==> src/rtl/uxs_pkg.sv <==
package uxs_pkg;

    typedef enum logic [1:0] {
        SQ_IDLE,
        SQ_FETCH,
        SQ_SEND,
        SQ_LISTEN
    } sq_state_e;

    localparam int SUB_TICKS = 16;

endpackage

==> src/rtl/uxs_baud_gen.sv <==
module uxs_baud_gen #(
    parameter int DIV_W = 16
) (
    input  logic             clk,
    input  logic             rst_n,
    input  logic [DIV_W-1:0] div,
    output logic             tick
);
    logic [DIV_W-1:0] cnt;
    logic [DIV_W-1:0] last;

    assign last = (div <= DIV_W'(1)) ? '0 : div - 1'b1;
    assign tick = (cnt >= last);

    always_ff @(posedge clk or negedge rst_n) begin
        if (!rst_n) cnt <= '0;
        else        cnt <= tick ? '0 : cnt + 1'b1;
    end
endmodule

==> src/rtl/uxs_tx_engine.sv <==
module uxs_tx_engine (
    input  logic       clk,
    input  logic       rst_n,
    input  logic       tick,
    input  logic       load,
    input  logic [7:0] din,
    output logic       done,
    output logic       txd
);
    logic [10:0] sh;
    logic [3:0]  tcnt;
    logic [3:0]  bcnt;
    logic        act;

    assign txd = act ? sh[0] : 1'b1;

    always_ff @(posedge clk or negedge rst_n) begin
        if (!rst_n) begin
            sh <= '1; tcnt <= '0; bcnt <= '0; act <= 1'b0; done <= 1'b0;
        end else begin
            done <= 1'b0;
            if (load && !act) begin
                sh   <= {1'b1, ^din, din, 1'b0};
                act  <= 1'b1;
                tcnt <= '0;
                bcnt <= '0;
            end else if (act && tick) begin
                if (tcnt == 4'd15) begin
                    tcnt <= '0;
                    sh   <= {1'b1, sh[10:1]};
                    if (bcnt == 4'd10) begin
                        act  <= 1'b0;
                        done <= 1'b1;
                    end else begin
                        bcnt <= bcnt + 1'b1;
                    end
                end else begin
                    tcnt <= tcnt + 1'b1;
                end
            end
        end
    end
endmodule

==> src/rtl/uxs_rx_engine.sv <==
module uxs_rx_engine (
    input  logic       clk,
    input  logic       rst_n,
    input  logic       tick,
    input  logic       rxd,
    output logic       busy,
    output logic       valid,
    output logic [7:0] data,
    output logic       perr,
    output logic       ferr
);
    logic       s1, s2;
    logic [8:0] sh;
    logic [3:0] tcnt;
    logic [3:0] bcnt;
    logic       act;

    assign busy = act;

    always_ff @(posedge clk or negedge rst_n) begin
        if (!rst_n) begin
            s1 <= 1'b1; s2 <= 1'b1; sh <= '0; tcnt <= '0; bcnt <= '0;
            act <= 1'b0; valid <= 1'b0; data <= '0; perr <= 1'b0; ferr <= 1'b0;
        end else begin
            s1    <= rxd;
            s2    <= s1;
            valid <= 1'b0;
            if (tick) begin
                if (!act) begin
                    if (!s2) begin
                        act  <= 1'b1;
                        tcnt <= '0;
                        bcnt <= '0;
                    end
                end else if (tcnt == ((bcnt == 4'd0) ? 4'd7 : 4'd15)) begin
                    tcnt <= '0;
                    if (bcnt == 4'd0) begin
                        if (s2) act <= 1'b0;
                        else    bcnt <= 4'd1;
                    end else if (bcnt == 4'd10) begin
                        act   <= 1'b0;
                        valid <= 1'b1;
                        data  <= sh[7:0];
                        perr  <= ^sh;
                        ferr  <= !s2;
                    end else begin
                        sh   <= {s2, sh[8:1]};
                        bcnt <= bcnt + 1'b1;
                    end
                end else begin
                    tcnt <= tcnt + 1'b1;
                end
            end
        end
    end
endmodule

==> src/rtl/uxs_trx_buffer.sv <==
module uxs_trx_buffer #(
    parameter int DEPTH = 127,
    parameter int AW    = 7
) (
    input  logic          clk,
    input  logic          we,
    input  logic [AW-1:0] waddr,
    input  logic [7:0]    wdata,
    input  logic [AW-1:0] raddr_a,
    output logic [7:0]    rdata_a,
    input  logic [AW-1:0] raddr_b,
    output logic [7:0]    rdata_b
);
    logic [7:0] mem [DEPTH];

    assign rdata_a = (raddr_a < AW'(DEPTH)) ? mem[raddr_a] : 8'h00;

    always_ff @(posedge clk) begin
        if (we && (waddr < AW'(DEPTH))) mem[waddr] <= wdata;
        rdata_b <= (raddr_b < AW'(DEPTH)) ? mem[raddr_b] : 8'h00;
    end
endmodule

==> src/rtl/uart_xchg_seq.sv <==
module uart_xchg_seq
    import uxs_pkg::*;
#(
    parameter int BUF_DEPTH = 127,
    parameter int DIV_W     = 16,
    parameter int IDLE_W    = 8,
    localparam int AW       = $clog2(BUF_DEPTH + 1),
    localparam int CW       = AW + 1
) (
    input  logic              clk,
    input  logic              rst_n,
    input  logic              uart_en,
    input  logic              raw_mode,
    input  logic [DIV_W-1:0]  baud_div,
    input  logic [AW-1:0]     tx_num,
    input  logic [AW-1:0]     rx_num,
    input  logic [IDLE_W-1:0] idle_bits,
    input  logic              start_i,
    input  logic              host_we,
    input  logic [AW-1:0]     host_addr,
    input  logic [7:0]        host_wdata,
    output logic [7:0]        host_rdata,
    input  logic              stat_rd,
    input  logic              rdy_ie,
    input  logic              nume_ie,
    input  logic              line_rx,
    output logic              line_tx,
    output logic              busy,
    output logic              stat_rdy,
    output logic              stat_nume,
    output logic              stat_perr,
    output logic              stat_ferr,
    output logic              stat_ovf,
    output logic              irq
);
    sq_state_e        state, nxt;
    logic             tick, tx_done;
    logic             rx_busy, rx_valid, rx_perr, rx_ferr;
    logic [7:0]       rx_byte, tx_byte;
    logic [AW-1:0]    cfg_tx, cfg_rx, idx, wptr;
    logic [CW-1:0]    rcnt;
    logic [IDLE_W+3:0] idle_cnt, limit;
    logic             mode_ok, accept, got_all, idle_hit, rx_in, room, buf_we, host_ok;

    assign mode_ok  = uart_en && !raw_mode;
    assign accept   = (state == SQ_IDLE) && start_i && mode_ok;
    assign limit    = {idle_bits, 4'b0000};
    assign got_all  = (rcnt == {1'b0, cfg_rx});
    assign idle_hit = (idle_cnt == limit);
    assign room     = (wptr != AW'(BUF_DEPTH));
    assign rx_in    = (state == SQ_LISTEN) && rx_valid && !got_all;
    assign buf_we   = rx_in && room;
    assign host_ok  = host_we && (state == SQ_IDLE);
    assign busy     = (state != SQ_IDLE);
    assign irq      = (stat_rdy && rdy_ie) || (stat_nume && nume_ie);

    uxs_baud_gen #(.DIV_W(DIV_W)) u_baud (
        .clk(clk), .rst_n(rst_n), .div(baud_div), .tick(tick)
    );

    uxs_tx_engine u_tx (
        .clk(clk), .rst_n(rst_n), .tick(tick), .load(state == SQ_FETCH),
        .din(tx_byte), .done(tx_done), .txd(line_tx)
    );

    uxs_rx_engine u_rx (
        .clk(clk), .rst_n(rst_n), .tick(tick), .rxd(line_rx), .busy(rx_busy),
        .valid(rx_valid), .data(rx_byte), .perr(rx_perr), .ferr(rx_ferr)
    );

    uxs_trx_buffer #(.DEPTH(BUF_DEPTH), .AW(AW)) u_buf (
        .clk(clk), .we(buf_we || host_ok),
        .waddr(buf_we ? wptr : host_addr), .wdata(buf_we ? rx_byte : host_wdata),
        .raddr_a(idx), .rdata_a(tx_byte), .raddr_b(host_addr), .rdata_b(host_rdata)
    );

    always_comb begin
        nxt = state;
        unique case (state)
            SQ_IDLE:   if (accept) nxt = (tx_num == '0) ? SQ_LISTEN : SQ_FETCH;
            SQ_FETCH:  nxt = SQ_SEND;
            SQ_SEND:   if (tx_done) nxt = ((idx + 1'b1) == cfg_tx) ? SQ_LISTEN : SQ_FETCH;
            SQ_LISTEN: if (got_all || idle_hit) nxt = SQ_IDLE;
            default:   nxt = SQ_IDLE;
        endcase
    end

    always_ff @(posedge clk or negedge rst_n) begin
        if (!rst_n) state <= SQ_IDLE;
        else        state <= nxt;
    end

    always_ff @(posedge clk or negedge rst_n) begin
        if (!rst_n) begin
            cfg_tx <= '0; cfg_rx <= '0; idx <= '0; wptr <= '0; rcnt <= '0; idle_cnt <= '0;
            stat_rdy <= 1'b0; stat_nume <= 1'b0; stat_perr <= 1'b0;
            stat_ferr <= 1'b0; stat_ovf <= 1'b0;
        end else begin
            if (accept) begin
                cfg_tx <= tx_num;
                cfg_rx <= rx_num;
                idx    <= '0;
                wptr   <= tx_num;
                rcnt   <= '0;
            end
            if ((state == SQ_SEND) && tx_done) idx <= idx + 1'b1;
            if (rx_in) begin
                rcnt <= rcnt + 1'b1;
                if (room) wptr <= wptr + 1'b1;
            end
            if ((state != SQ_LISTEN) || rx_busy || rx_in) idle_cnt <= '0;
            else if (tick && !idle_hit)                   idle_cnt <= idle_cnt + 1'b1;

            if (stat_rd) begin
                stat_rdy <= 1'b0; stat_nume <= 1'b0; stat_perr <= 1'b0;
                stat_ferr <= 1'b0; stat_ovf <= 1'b0;
            end
            if ((state == SQ_LISTEN) && got_all)              stat_rdy  <= 1'b1;
            if ((state == SQ_LISTEN) && !got_all && idle_hit) stat_nume <= 1'b1;
            if (rx_in && rx_perr)                             stat_perr <= 1'b1;
            if (rx_in && rx_ferr)                             stat_ferr <= 1'b1;
            if (rx_in && !room)                               stat_ovf  <= 1'b1;
        end
    end
endmodule

==> config.mk <==
export PLATFORM = sky130hd
export DESIGN_NAME = uart_xchg_seq
export DESIGN_NICKNAME = d
export VERILOG_FILES = /design/src/rtl/uxs_pkg.sv /design/src/rtl/uxs_baud_gen.sv /design/src/rtl/uxs_tx_engine.sv /design/src/rtl/uxs_rx_engine.sv /design/src/rtl/uxs_trx_buffer.sv /design/src/rtl/uart_xchg_seq.sv
export SDC_FILE = /design/constraint.sdc
export NUM_CORES = 2
export LEC_CHECK = 0
export BUFFER_PORTS_ARGS = -buffer_cell sky130_fd_sc_hd__buf_4
export CORE_MARGIN = 3
export CORE_UTILIZATION = 40
export CTS_BUF_LIST = sky130_fd_sc_hd__clkbuf_8
export CTS_CLUSTER_DIAMETER = 120
export DETAILED_ROUTE_END_ITERATION = 6
export GPL_TIMING_DRIVEN = 0
export PLACE_DENSITY = 0.61
export SYNTH_ARGS = -nofsm -noshare
export SYNTH_HDL_FRONTEND = slang
export SYNTH_HIERARCHICAL = 1
export SYNTH_SLANG_ARGS = --single-unit
==> constraint.sdc <==
create_clock -name clk -period 5.5 [get_ports clk]
set_input_delay 1.1 -clock clk [delete_from_list [all_inputs] [get_ports clk]]
set_output_delay 1.1 -clock clk [all_outputs]
set_load 0.03 [all_outputs]
==> run metrics <==
net switching power=7.94 mW; Yosys reg bits=1146; largest net degree at the start of global routing=128; Synth Warn #=6; TritonCTS clock tree=yes; count leader, synth=edfxtp_1; Worst Path Required=6.34 ns; PwrDens=365 mW/mm^2; DR WL/cell=42.1 um; Synth area leaders=edfxtp_1 55%, mux4_2 17%, mux2i_1 5.1%, dfrtp_1 4.9%, nor2_1 1.4%; Post-Route Utilization=0.455; Worst path top cell family by delay=buffers and inverters; Starting Density=0.405; CP Cell Sequence=buf_2 -> clkbuf_1 -> clkbuf_1 -> a211oi_1 -> a211oi_1 -> nor3_1 -> a32oi_1 -> xnor2_1 -> xnor2_1 -> xnor2_1 -> a21oi_1; register area share after synthesis=0.603; Leakage=20.8 nW; htree depth=4; DR pass1 iterations=6; number of cell rows=136; crit-path max FO=10; FILL cells=12159; vias in the first global route=36638; Area Overhead vs Synth=12.3%; Worst Tran Pin Value=1.81 ns; CP startpoint kind=register; Post-CTS Setup Repair Bufs=0; count of input and output buffers=78; Die Width=380 um; WL final=241 mm; Slew Limit Fails=57; wl on met1=85.8 mm; drt drc=0; Int Power=15.0 mW; switching share of power=0.346; RSZ-0062 raised after global routing=no; violated checks=max-capacitance violations, max-slew violations, negative setup slack; DR WL met2=102 mm; crit path time final=5.59 ns; Ports=79; critical path buffer and inverter count=3; clock buffer count from CTS=190; root buffer cell=clkbuf_8; Fin Hold WS=0.0797 ns; post-synthesis cell type count=96; Final setup viols=1; fraction of final layout cells sized beyond drive strength 1=0.269; Post-Synthesis Cells=3408; die footprint=0.144 mm^2; Net count, final=3780; All-Layer GR Usage=0.329; PnR worst setup slack=-0.0914 ns; DR vias/cell=6.71; Rel. slew slack=-0.224; pre-CTS WS=-0.551 ns; number of flops mapped to enable cells by yosys=1016; placed instance area=0.0592 mm^2; DRT iter0 DRCs=6203; FFs w/ async S/R, synth=0.106; worst skew pair latency=0.97 ns; multi-input gate area in the final layout=0.0207 mm^2; Max Fclk=179 MHz; Max VDD drop=0.235 mV; leading area contributor after synthesis=edfxtp_1; Post-CTS Hold Buffers=0; clk slew on worst S/H paths=0.06 ns; Worst path slowest cell=clkbuf_1; clock tree buffer depth=3; Die Y=380 um; CP Data Arrival Time=6.43 ns; part of the cycle the worst path needs=1.02; Mapped Area=0.0560 mm^2; kind of critical path=register to register; DP HPWL=165 mm; clock share of power=0.320; Worst Hold Class=input port to asynchronous set/reset pin; Final Hold Viols=0; Critical Path Most Common Cell=xnor2_1; initial antenna violation count=21; # clock sinks=1146; Max-Cap Viols=7; vias after detailed routing=38395; top sig layer=met5; CP peak stage delay=1.10 ns; status=finished with violations; Yosys top cell area share=0.545; Flop pwr share=0.434; DR WL met3=34.1 mm; Primary FF master, synth=edfxtp_1; Fin Clk Skew=0.0643 ns; first-pass GRT wire length=320 mm; gpl congestion=1.05; total core area=0.138 mm^2; CP Capture Type=register; Comb power frac=0.246; total gr overflow=0; Net Count, Synth=3502; sequential cell area=0.0337 mm^2; post-route cell area=0.0629 mm^2; top post-synthesis cells by count=1016 x edfxtp_1, 432 x mux4_2, 288 x mux2i_1, 210 x nor2_1, 181 x nand2_1; syn_area_per_cell=16.4 um^2; Post-DRT Antenna Nets=0
==> flip-flops by register name, summed over array words and instances (netlist names), 2 cells and up <==
name	flops
u_baud/cnt	16
u_tx/sh	10
u_buf/rdata_b	8
u_buf/mem	1016
u_rx/tcnt	4
u_rx/bcnt	4
state	2
cfg_tx	7
idx	7
u_rx/data	8
u_tx/bcnt	4
cfg_rx	7
idle_cnt	12
u_rx/sh	9
u_tx/tcnt	4
rcnt	8
wptr	7
==> cells by family (layout without fill, tap and decap cells) <==
family,Yosys count,in the layout,synth area share
buffers and inverters,267,704,0.0288
adder cells (fa/ha/maj),31,31,0.00693
flip-flops,1146,1146,0.603
AO/OA/AOI/OAI,447,447,0.0542
multiplexers,786,786,0.239
AND/OR/NAND/NOR,650,650,0.0555
XOR/XNOR,81,81,0.0127
other,0,11,0
==> stage by stage <==
step | std cells | TNS [ns] | power (mW)
after global placement | 5349 | -123.66 | 15.4
after global routing | 5709 | 0 | 23.5
final | 5719 | -0.0914 | 22.9
after floorplan | 3408 | 0 | 12.9
after detailed placement | 5358 | -35.30 | 15.5
after CTS | 5709 | 0 | 22.7
==> final timing paths <==
path | start | endpoint | depth (start not counted) | slack, ns
min in group clk | line_rx | u_rx/s1$_DFF_PN1_ | 1 | 0.28
max in group asynchronous | rst_n | u_tx/sh[1]$_DFFE_PN1P_ | 2 | 4.61
hold / removal | rst_n | u_rx/data[6]$_DFFE_PN0P_ | 1 | 0.08
setup / recovery | idx[3]$_DFFE_PN0P_ | u_tx/sh[9]$_DFFE_PN1P_ | 11 | -0.09
setup reg to reg | idx[3]$_DFFE_PN0P_ | u_tx/sh[9]$_DFFE_PN1P_ | 11 | -0.09
hold reg to reg | u_rx/s1$_DFF_PN1_ | u_rx/s2$_DFF_PN1_ | 0 | 0.38
==> area by class of cell <==
class	instances	share of cell area
diodes	11	0.000438
flip-flops and latches	1146	0.537
clock buffers	207	0.0453
repair buffers	87	0.0130
multi-input cells	1995	0.329
inverters	30	0.00179
clock inverters	144	0.0125
well taps	1863	0.0371
plain buffers	236	0.0239
==> timing repair <==
action | CTS | global route
setup endpoints to repair | 80 | 1
hold endpoints to repair | 0 | 0
resized for setup | 1 | 2
==> cell usage in the layout, fill, tap and decap left out, types with 42 or more instances in the layout <==
master	count
clkbuf_1	60
clkbuf_8	207
mux2i_1	288
a21oi_1	75
nand3_1	56
nand2_1	181
edfxtp_1	1016
nor2_1	210
xnor2_1	42
dfrtp_1	110
buf_2	78
inv_1	94
buf_4	128
mux4_2	432
mux2_2	45
o21ai_0	75
a211oi_1	48
==> metal layers <==
| layer | vias up | GRT usage |
|---|---|---|
| li1 | 14526 | - |
| met1 | 20045 | 0.417 |
| met2 | 3131 | 0.476 |
| met3 | 687 | 0.125 |
| met4 | 6 | 0.206 |
| met5 | - | 0 |
==> power groups by stage <==
stage               clock network, mW  registers, mW  logic, mW
finish                           7.33           9.95       5.65
global route                     7.82           9.98       5.68
CTS                              7.41           9.95       5.37
detailed placement                  0           10.1       5.36
global placement                    0           10.1       5.31
floorplan                           0           10.0       2.83
(Power assumes the default switching activity.)
